## src/rtl/mcc_pkg.sv

```systemverilog
package mcc_pkg;

  localparam int OP_BITS = 6;
  localparam int ST_BITS = 4;

  localparam logic [OP_BITS-1:0] OPC_RTYPE = 6'd0;
  localparam logic [OP_BITS-1:0] OPC_JMP   = 6'd2;
  localparam logic [OP_BITS-1:0] OPC_BEQ   = 6'd4;
  localparam logic [OP_BITS-1:0] OPC_PAIR  = 6'd23;
  localparam logic [OP_BITS-1:0] OPC_LOAD  = 6'd35;
  localparam logic [OP_BITS-1:0] OPC_STORE = 6'd43;

  localparam logic [5:0] FN_SUB = 6'd34;

  localparam logic [ST_BITS-1:0] S_FETCH  = 4'd0;
  localparam logic [ST_BITS-1:0] S_DECODE = 4'd1;
  localparam logic [ST_BITS-1:0] S_MADDR  = 4'd2;
  localparam logic [ST_BITS-1:0] S_LRD    = 4'd3;
  localparam logic [ST_BITS-1:0] S_LWB    = 4'd4;
  localparam logic [ST_BITS-1:0] S_SWR    = 4'd5;
  localparam logic [ST_BITS-1:0] S_REXE   = 4'd6;
  localparam logic [ST_BITS-1:0] S_RDONE  = 4'd7;
  localparam logic [ST_BITS-1:0] S_BEQ    = 4'd8;
  localparam logic [ST_BITS-1:0] S_JMP    = 4'd9;
  localparam logic [ST_BITS-1:0] S_PADR1  = 4'd10;
  localparam logic [ST_BITS-1:0] S_PWR1   = 4'd11;
  localparam logic [ST_BITS-1:0] S_PINC   = 4'd12;
  localparam logic [ST_BITS-1:0] S_PADR2  = 4'd13;
  localparam logic [ST_BITS-1:0] S_PWR2   = 4'd14;

  localparam logic [1:0] A_PC = 2'd0, A_REG = 2'd1, A_ONE = 2'd2;
  localparam logic [2:0] B_REG = 3'd0, B_FOUR = 3'd1, B_IMM = 3'd2,
                         B_SHIMM = 3'd3, B_IMM4 = 3'd4;
  localparam logic [1:0] OP_ADD = 2'd0, OP_SUB = 2'd1, OP_FN = 2'd2;
  localparam logic [1:0] PCS_ALU = 2'd0, PCS_OUT = 2'd1, PCS_JMP = 2'd2;

  typedef struct packed {
    logic       mem_rd;
    logic       mem_wr;
    logic       ir_wr;
    logic       pc_wr;
    logic       pc_cond;
    logic [1:0] pc_src;
    logic       addr_sel;
    logic       reg_wr;
    logic       reg_dst;
    logic       m2r;
    logic [1:0] a_sel;
    logic [2:0] b_sel;
    logic [1:0] alu_op;
    logic       pair;
  } ctl_t;

  function automatic ctl_t ctl_of(input logic [ST_BITS-1:0] st);
    ctl_t c;
    c = '0;
    case (st)
      S_FETCH: begin
        c.mem_rd = 1'b1; c.ir_wr = 1'b1; c.pc_wr = 1'b1;
        c.a_sel = A_PC; c.b_sel = B_FOUR; c.alu_op = OP_ADD;
      end
      S_DECODE: begin
        c.a_sel = A_PC; c.b_sel = B_SHIMM; c.alu_op = OP_ADD;
      end
      S_MADDR, S_PADR1: begin
        c.a_sel = A_REG; c.b_sel = B_IMM; c.alu_op = OP_ADD;
      end
      S_LRD: begin
        c.mem_rd = 1'b1; c.addr_sel = 1'b1;
      end
      S_LWB: begin
        c.reg_wr = 1'b1; c.m2r = 1'b1;
      end
      S_SWR, S_PWR1, S_PWR2: begin
        c.mem_wr = 1'b1; c.addr_sel = 1'b1;
      end
      S_REXE: begin
        c.a_sel = A_REG; c.b_sel = B_REG; c.alu_op = OP_FN;
      end
      S_RDONE: begin
        c.reg_wr = 1'b1; c.reg_dst = 1'b1;
      end
      S_BEQ: begin
        c.a_sel = A_REG; c.b_sel = B_REG; c.alu_op = OP_SUB;
        c.pc_cond = 1'b1; c.pc_src = PCS_OUT;
      end
      S_JMP: begin
        c.pc_wr = 1'b1; c.pc_src = PCS_JMP;
      end
      S_PINC: begin
        c.pair = 1'b1; c.a_sel = A_ONE; c.b_sel = B_REG;
      end
      S_PADR2: begin
        c.a_sel = A_REG; c.b_sel = B_IMM4; c.alu_op = OP_ADD;
      end
      default: c = '0;
    endcase
    return c;
  endfunction

  function automatic logic [ST_BITS-1:0] next_of(input logic [OP_BITS-1:0] op,
                                                 input logic [ST_BITS-1:0] st);
    logic [ST_BITS-1:0] n;
    n = S_FETCH;
    case (st)
      S_FETCH:  n = S_DECODE;
      S_DECODE: begin
        case (op)
          OPC_RTYPE:           n = S_REXE;
          OPC_LOAD, OPC_STORE: n = S_MADDR;
          OPC_BEQ:             n = S_BEQ;
          OPC_JMP:             n = S_JMP;
          OPC_PAIR:            n = S_PADR1;
          default:             n = S_FETCH;
        endcase
      end
      S_MADDR:  n = (op == OPC_LOAD)  ? S_LRD :
                    (op == OPC_STORE) ? S_SWR : S_FETCH;
      S_LRD:    n = S_LWB;
      S_REXE:   n = S_RDONE;
      S_PADR1:  n = S_PWR1;
      S_PWR1:   n = S_PINC;
      S_PINC:   n = S_PADR2;
      S_PADR2:  n = S_PWR2;
      default:  n = S_FETCH;
    endcase
    return n;
  endfunction

endpackage

```

## src/rtl/mcc_rst_sync.sv

```systemverilog
module mcc_rst_sync #(
  parameter int STAGES = 2
) (
  input  logic clk,
  input  logic rst_n,
  output logic rst_sync_n
);
  logic [STAGES-1:0] chain_q;

  always_ff @(posedge clk or negedge rst_n) begin
    if (!rst_n) chain_q <= '0;
    else        chain_q <= {chain_q[STAGES-2:0], 1'b1};
  end

  assign rst_sync_n = chain_q[STAGES-1];
endmodule

```

## src/rtl/mcc_seq_rom.sv

```systemverilog
module mcc_seq_rom #(
  parameter int OP_W = mcc_pkg::OP_BITS,
  parameter int ST_W = mcc_pkg::ST_BITS
) (
  input  logic [OP_W-1:0] opcode,
  input  logic [ST_W-1:0] state,
  output logic [ST_W-1:0] next_state
);
  localparam int AW    = OP_W + ST_W;
  localparam int DEPTH = 1 << AW;

  logic [ST_W-1:0] rom [DEPTH];

  for (genvar g = 0; g < DEPTH; g++) begin : g_row
    assign rom[g] = mcc_pkg::next_of(OP_W'(g >> ST_W), ST_W'(g));
  end

  assign next_state = rom[{opcode, state}];
endmodule

```

## src/rtl/mcc_ctl_rom.sv

```systemverilog
module mcc_ctl_rom #(
  parameter int ST_W = mcc_pkg::ST_BITS
) (
  input  logic [ST_W-1:0] state,
  output mcc_pkg::ctl_t   word
);
  localparam int DEPTH = 1 << ST_W;

  mcc_pkg::ctl_t rom [DEPTH];

  for (genvar g = 0; g < DEPTH; g++) begin : g_row
    assign rom[g] = mcc_pkg::ctl_of(ST_W'(g));
  end

  assign word = rom[state];
endmodule

```

## src/rtl/mcc_alu_dec.sv

```systemverilog
module mcc_alu_dec #(
  parameter int FN_W = 6
) (
  input  logic [1:0]      alu_op,
  input  logic [FN_W-1:0] funct,
  output logic            sub
);
  always_comb begin
    case (alu_op)
      mcc_pkg::OP_SUB: sub = 1'b1;
      mcc_pkg::OP_FN:  sub = (funct == FN_W'(mcc_pkg::FN_SUB));
      default:         sub = 1'b0;
    endcase
  end
endmodule

```

## src/rtl/mcc_ctrl.sv

```systemverilog
module mcc_ctrl #(
  parameter int OP_W = 6,
  parameter int FN_W = 6,
  parameter int ST_W = 4
) (
  input  logic            clk,
  input  logic            rst_n,
  input  logic [OP_W-1:0] opcode_i,
  input  logic [FN_W-1:0] funct_i,
  output logic            mem_rd_o,
  output logic            mem_wr_o,
  output logic            ir_wr_o,
  output logic            pc_wr_o,
  output logic            pc_wr_cond_o,
  output logic [1:0]      pc_src_o,
  output logic            addr_sel_o,
  output logic            reg_wr_o,
  output logic            reg_dst_o,
  output logic            mem_to_reg_o,
  output logic [1:0]      alu_a_sel_o,
  output logic [2:0]      alu_b_sel_o,
  output logic [1:0]      alu_op_o,
  output logic            pair_sel_o,
  output logic            alu_sub_o
);
  import mcc_pkg::*;

  localparam ctl_t CTL_RST = ctl_of(S_FETCH);

  logic            rst_sync_n;
  logic [ST_W-1:0] state_q, state_d;
  ctl_t            ctl_q, ctl_d;
  logic            sub_q, sub_d;

  mcc_rst_sync #(.STAGES(2)) u_rst (
    .clk(clk), .rst_n(rst_n), .rst_sync_n(rst_sync_n)
  );

  mcc_seq_rom #(.OP_W(OP_W), .ST_W(ST_W)) u_seq (
    .opcode(opcode_i), .state(state_q), .next_state(state_d)
  );

  mcc_ctl_rom #(.ST_W(ST_W)) u_ctl (
    .state(state_d), .word(ctl_d)
  );

  mcc_alu_dec #(.FN_W(FN_W)) u_alu (
    .alu_op(ctl_d.alu_op), .funct(funct_i), .sub(sub_d)
  );

  // Outputs are loaded with the row of the state being entered, so the
  // output register and the state register always agree (Moore timing).
  // The asynchronous path through rst_n forces the fetch word at once.
  always_ff @(posedge clk or negedge rst_n) begin
    if (!rst_n) begin
      ctl_q <= CTL_RST;
      sub_q <= 1'b0;
    end else if (!rst_sync_n) begin
      ctl_q <= CTL_RST;
      sub_q <= 1'b0;
    end else begin
      ctl_q <= ctl_d;
      sub_q <= sub_d;
    end
  end

  always_ff @(posedge clk or negedge rst_n) begin
    if (!rst_n)           state_q <= S_FETCH;
    else if (!rst_sync_n) state_q <= S_FETCH;
    else                  state_q <= state_d;
  end

  assign mem_rd_o     = ctl_q.mem_rd;
  assign mem_wr_o     = ctl_q.mem_wr;
  assign ir_wr_o      = ctl_q.ir_wr;
  assign pc_wr_o      = ctl_q.pc_wr;
  assign pc_wr_cond_o = ctl_q.pc_cond;
  assign pc_src_o     = ctl_q.pc_src;
  assign addr_sel_o   = ctl_q.addr_sel;
  assign reg_wr_o     = ctl_q.reg_wr;
  assign reg_dst_o    = ctl_q.reg_dst;
  assign mem_to_reg_o = ctl_q.m2r;
  assign alu_a_sel_o  = ctl_q.a_sel;
  assign alu_b_sel_o  = ctl_q.b_sel;
  assign alu_op_o     = ctl_q.alu_op;
  assign pair_sel_o   = ctl_q.pair;
  assign alu_sub_o    = sub_q;

  AST_FETCH_THEN_DECODE: assert property (@(posedge clk) disable iff (!rst_sync_n)
    (state_q == S_FETCH) |=> (state_q == S_DECODE));

  AST_LOAD_READ_THEN_WB: assert property (@(posedge clk) disable iff (!rst_sync_n)
    (state_q == S_LRD) |=> (reg_wr_o && mem_to_reg_o && !reg_dst_o));

  AST_PAIR_READ_AFTER_WRITE: assert property (@(posedge clk) disable iff (!rst_sync_n)
    (state_q == S_PWR1) |=> (pair_sel_o && alu_a_sel_o == A_ONE));

  AST_BRANCH_SUBTRACTS: assert property (@(posedge clk) disable iff (!rst_sync_n)
    (state_q == S_BEQ) |-> (alu_sub_o && pc_wr_cond_o));

  AST_REGWR_ENDS_INSTR: assert property (@(posedge clk) disable iff (!rst_sync_n)
    reg_wr_o |=> (state_q == S_FETCH));

  AST_NO_RD_WR_OVERLAP: assert property (@(posedge clk) disable iff (!rst_sync_n)
    !(mem_rd_o && mem_wr_o));

  AST_UNDEF_OP_RETURNS: assert property (@(posedge clk) disable iff (!rst_sync_n)
    (state_q == S_DECODE && opcode_i != OPC_RTYPE && opcode_i != OPC_JMP &&
     opcode_i != OPC_BEQ && opcode_i != OPC_PAIR && opcode_i != OPC_LOAD &&
     opcode_i != OPC_STORE) |=> (state_q == S_FETCH));

endmodule

```

## config.mk

```make
export PLATFORM = sky130hd
export DESIGN_NAME = mcc_ctrl
export DESIGN_NICKNAME = d
export VERILOG_FILES = /design/src/rtl/mcc_pkg.sv /design/src/rtl/mcc_rst_sync.sv /design/src/rtl/mcc_seq_rom.sv /design/src/rtl/mcc_ctl_rom.sv /design/src/rtl/mcc_alu_dec.sv /design/src/rtl/mcc_ctrl.sv
export SDC_FILE = /design/constraint.sdc
export NUM_CORES = 1
export LEC_CHECK = 0
export BUFFER_PORTS_ARGS = -buffer_cell sky130_fd_sc_hd__buf_4
export CAP_MARGIN = 20
export CORE_ASPECT_RATIO = 1.2
export CORE_MARGIN = 1.5
export CORE_UTILIZATION = 35
export CTS_BUF_LIST = sky130_fd_sc_hd__clkbuf_4
export DETAILED_ROUTE_END_ITERATION = 8
export HOLD_SLACK_MARGIN = 0.15
export PLACE_DENSITY = 0.58
export SYNTH_ARGS = -nofsm -noshare
export SYNTH_HDL_FRONTEND = slang
export SYNTH_SLANG_ARGS = --single-unit
```

## constraint.sdc

```tcl
create_clock -name clk -period 2.2 [get_ports clk]
set_input_delay 0.11 -clock clk [delete_from_list [all_inputs] [get_ports clk]]
set_output_delay 0.11 -clock clk [all_outputs]
set_load 0.02 [all_outputs]
```

==> impl_summary.txt <==
----------------------------------------------------
[Logic synthesis]
  EDFF count, synth ... 0
  Main synth FF type ... sky130_fd_sc_hd__dfrtp_1
  Syn Nets ... roughly 190
  Post-synthesis area per instance ... approximately 9.2 um2
  Post-Syn Instances ... approximately 160
  Sequential-to-total area share from yosys stat ... 0.385
  Proportion of synthesized flip-flops having asynchronous set or reset ... 1.00
  Synthesized area ... 1510 um2
  Post-synthesis cell type count ... 50
  Count of warnings emitted by yosys ... 0
  #FFs+latches synth ... 23

[Floorplan]
  Die height ... 74.9 um
  Initial standard-cell utilization of the core ... 0.374
  Total I/O pin count ... 34
  Overall die width ... 62.9 um
  Placement Rows ... 25
  Floorplan die area ... 4720 um2
  Core outline area ... 4040 um2

[Detailed routing]
  Vias ... about 1,400
  Residual DRC count ... 0
  Number of detailed-routing iterations run before antenna repair ... 4
  Drt initial violations ... 102
  Final Routed Wirelength ... ~4000 um
  Drt wl/cell ... 14.2 um
  Routed vias/inst ... about 5
  ANT nets after route ... 0

[Global route]
  Global-route wire length before repair ... approximately 6400 um
  Pin count of the biggest net entering global routing ... 24
  Total routing usage reported by global routing ... 0.176
  Via count of the first global-routing pass ... about 1,400
  Number of antenna violations at the first check in global routing ... 0
  Remaining Overflow, GRT ... 0

[STA]
  Maximum achievable frequency ... 0.419 GHz
  Number of endpoints failing setup at the final stage ... 6
  Final critical-path share of the clock period ... 1.08
  Final hold violation count ... 0
  Min Tclk post-route ... roughly 2.4 ns
  Clk_skew ... 0.00520 ns
  Worst-case setup margin in the final layout ... -0.185 ns
  RSZ-0062 raised after global routing ... yes
  Slew Limit Fails ... 0

[Setup path]
  Startpoint type of the worst setup path ... flip-flop
  CP Data Required Time ... about 2.4 ns
  Top fanout value on the critical path ... 4
  Critical path class ... flip-flop to flip-flop
  Critical Path End Type ... flip-flop
  Worst Path Arrival ... between 2 and 3 ns

[Clocking]
  Deepest level of the CTS H-tree ... 1
  Clock insertion delay at the later pin of the skew report ... between 0.3 and 0.4 ns
  Root buffer cell ... sky130_fd_sc_hd__clkbuf_4
  Clock transition at the register clock pins on the worst setup and hold paths after CTS ... ~0.12 ns
  Inserted Clock Buffers ... 3
  Number of clock sinks ... 23
  Clock tree from TritonCTS ... built
  Max Root-Sink Buffers ... 2

[Run]
  Max cap viols ... 0

[Power and ir drop]
  Overall Power ... 1.11 mW
  Sequential fraction of design power ... 0.423
  Switching power ... around 370 uW
  Switching fraction of total power ... 0.333
  Total power per unit cell area ... 478 nW/um2
  Leak ... 1.05 nW
  Part of the total power dissipated in the clock network ... 0.179
  Peak supply drop ... 0.465 mV
  Power share of the combinational group ... 0.398
  Internal power consumption ... between 700 and 800 uW

[Status]
  Outcome ... complete, but fails checks
  Violations in the final reports ... negative setup slack

[Placement]
  Placement Setup Slack ... -0.254 ns
  Count of port buffers added during placement ... 33
  Placed Cells ... 264
  Gp weighted congestion ... 0.776
  Placed wire-length estimate after detailed placement ... between 2000 and 3000 um

[Cells and area]
  Number of nets at the end of the flow ... 253
  Share of layout cells above drive strength 1 ... 0.518
  Filler Cell Count ... about 350
  Multi-input gate area in the final layout ... ~1000 um2
  Flip-flop and latch area ... a little under 600 um2
  Area growth, synth to finish ... 54.3%
  Diode count ... 0
  Fin cells ... ~280

[Hold path]
  Type of the worst min-delay path ... input pin to flip-flop

----------------------------------------------------
==> through the flow <==
stage          cell area (um2)  setup TNS, ns  hold WS (ns)  utilization
2_1_floorplan             1590         -0.176        -0.186            -
3_3_place_gp              2020         -0.715        0.0104        0.501
3_5_place_dp              2020         -0.959        0.0156        0.501
4_1_cts                   2220         -0.535         0.184        0.550
5_1_grt                   2330          -1.66         0.201        0.577
6_report                  2330         -0.507         0.183        0.577
==> cell usage in the layout (no fill, tap or decap), types with 2 or more instances in the layout <==
master,n
sky130_fd_sc_hd__buf_4,62
sky130_fd_sc_hd__dfrtp_1,16
sky130_fd_sc_hd__nor2_1,11
sky130_fd_sc_hd__nand2_1,9
sky130_fd_sc_hd__a21oi_1,7
sky130_fd_sc_hd__ha_4,7
sky130_fd_sc_hd__buf_6,7
sky130_fd_sc_hd__nand3_1,6
sky130_fd_sc_hd__inv_2,5
sky130_fd_sc_hd__dlygate4sd3_1,5
sky130_fd_sc_hd__mux2i_1,4
sky130_fd_sc_hd__o21ai_1,4
sky130_fd_sc_hd__inv_4,4
sky130_fd_sc_hd__o21ai_0,4
sky130_fd_sc_hd__nand2b_1,4
sky130_fd_sc_hd__and2_1,4
sky130_fd_sc_hd__dfstp_2,4
sky130_fd_sc_hd__nand4_1,3
sky130_fd_sc_hd__nor2_2,3
sky130_fd_sc_hd__ha_1,3
sky130_fd_sc_hd__clkbuf_4,3
sky130_fd_sc_hd__dfrtp_2,3
sky130_fd_sc_hd__and3_1,2
sky130_fd_sc_hd__o22ai_1,2
sky130_fd_sc_hd__o211ai_1,2
sky130_fd_sc_hd__mux2i_2,2
sky130_fd_sc_hd__nor3_1,2
sky130_fd_sc_hd__o211a_1,2
sky130_fd_sc_hd__nor3b_1,2
sky130_fd_sc_hd__inv_1,2
==> cell families after synthesis <==
kind of cell,after synthesis,synth area share
fa+ha+maj,10,0.0829
mux,7,0.0473
compound gates,34,0.163
simple gates,62,0.227
buf+inv,25,0.0813
xor+xnor,2,0.0116
flops,23,0.385
other cells,1,0.00249
==> what timing repair did <==
item,CTS,global route
hold buffers,5,0
buffers inserted,5,7
pin swaps,13,5
cloned,0,0
setup endpoints to repair,11,17
gates resized for setup,14,24
hold endpoints to repair,24,0
==> path summary, 6_finish.rpt <==
check / from / end / slack, ns / cells past startpoint
max: state_q[1]$_DFF_PN0_ / mem_wr_o$_DFF_PN0_ / -0.19 / 12
min: funct_i[5] / alu_sub_o$_DFF_PN0_ / 0.18 / 4
max reg2reg: state_q[1]$_DFF_PN0_ / mem_wr_o$_DFF_PN0_ / -0.19 / 12
min reg2reg: u_rst.chain_q[0]$_DFF_PN0_ / u_rst.chain_q[1]$_DFF_PN0_ / 0.36 / 0
max in group asynchronous: rst_n / mem_rd_o$_DFF_PN1_ / 1.72 / 2
min in group asynchronous: rst_n / u_rst.chain_q[1]$_DFF_PN0_ / 0.20 / 2
==> critical path, stage by stage, from the launching register on <==
cell and delay [ns]:
sky130_fd_sc_hd__dfrtp_2 0.49, sky130_fd_sc_hd__inv_4 0.10, sky130_fd_sc_hd__ha_4 0.15, sky130_fd_sc_hd__nand2b_4 0.06, sky130_fd_sc_hd__or3b_4 0.37, sky130_fd_sc_hd__a21oi_2 0.12, sky130_fd_sc_hd__o211ai_1 0.11, sky130_fd_sc_hd__o2111ai_2 0.14
sky130_fd_sc_hd__inv_2 0.11, sky130_fd_sc_hd__ha_4 0.18, sky130_fd_sc_hd__mux2i_2 0.18, sky130_fd_sc_hd__mux2i_1 0.11, sky130_fd_sc_hd__and2_1 0.16
==> registers in the layout, indices dropped and copies added (netlist names) <==
register and flops:
pc_wr_o 1, pc_src_o 1, alu_sub_o 1, reg_wr_o 1, mem_rd_o 1, mem_wr_o 1, pair_sel_o 1, addr_sel_o 1
alu_b_sel_o 3, u_rst.chain_q 2, reg_dst_o 1, alu_op_o 2, alu_a_sel_o 1, state_q 4, mem_to_reg_o 1, ir_wr_o 1
==> Yosys cell counts, types with 2 or more instances <==
cell type	count	area, um2
sky130_fd_sc_hd__dfrtp_1	19	475
sky130_fd_sc_hd__nor2_1	14	52.6
sky130_fd_sc_hd__inv_1	11	41.3
sky130_fd_sc_hd__ha_1	10	125
sky130_fd_sc_hd__nand2_1	9	33.8
sky130_fd_sc_hd__a21oi_1	8	40.0
sky130_fd_sc_hd__nand3_1	7	35.0
sky130_fd_sc_hd__mux2i_1	6	60.1
sky130_fd_sc_hd__and2_1	5	31.3
sky130_fd_sc_hd__buf_4	5	37.5
sky130_fd_sc_hd__clkbuf_1	5	18.8
sky130_fd_sc_hd__nand2b_1	5	31.3
sky130_fd_sc_hd__o21ai_0	5	25.0
sky130_fd_sc_hd__dfstp_2	4	105
sky130_fd_sc_hd__and3_1	3	18.8
sky130_fd_sc_hd__nand4_1	3	18.8
sky130_fd_sc_hd__nor3b_1	3	22.5
sky130_fd_sc_hd__o21ai_1	3	15.0
sky130_fd_sc_hd__buf_2	2	10.0
sky130_fd_sc_hd__nor2b_1	2	12.5
sky130_fd_sc_hd__nor3_1	2	10.0
sky130_fd_sc_hd__o211a_1	2	20.0
sky130_fd_sc_hd__o211ai_1	2	15.0
sky130_fd_sc_hd__o22ai_1	2	12.5
sky130_fd_sc_hd__xnor2_1	2	17.5
==> final cells by class <==
| class | count | share of cell area |
|---|---|---|
| Inverter | 11 | 0.0220 |
| Clock buffer | 3 | 0.00967 |
| Tap cell | 54 | 0.0290 |
| Clock inverter | 1 | 0.00215 |
| Sequential cell | 23 | 0.251 |
| Timing Repair Buffer | 74 | 0.255 |
| Multi-Input combinational cell | 116 | 0.431 |
==> routing by layer <==
layer	track usage	part of all wire	up-vias
met2	0.346	0.55	43
met4	0.0988	0.026	0
met3	0.0149	0.030	6
li1	-	-	703
met1	0.188	0.39	694
met5	0	0	-
==> power groups by stage <==
stage	Sequential, mW	Clock [mW]	Combinational (mW)
floorplan	0.502	0	0.189
global placement	0.477	0	0.352
detailed placement	0.477	0	0.358
CTS	0.472	0.204	0.398
global route	0.476	0.216	0.478
finish	0.471	0.199	0.443
Power figures use the tool's default switching activity.
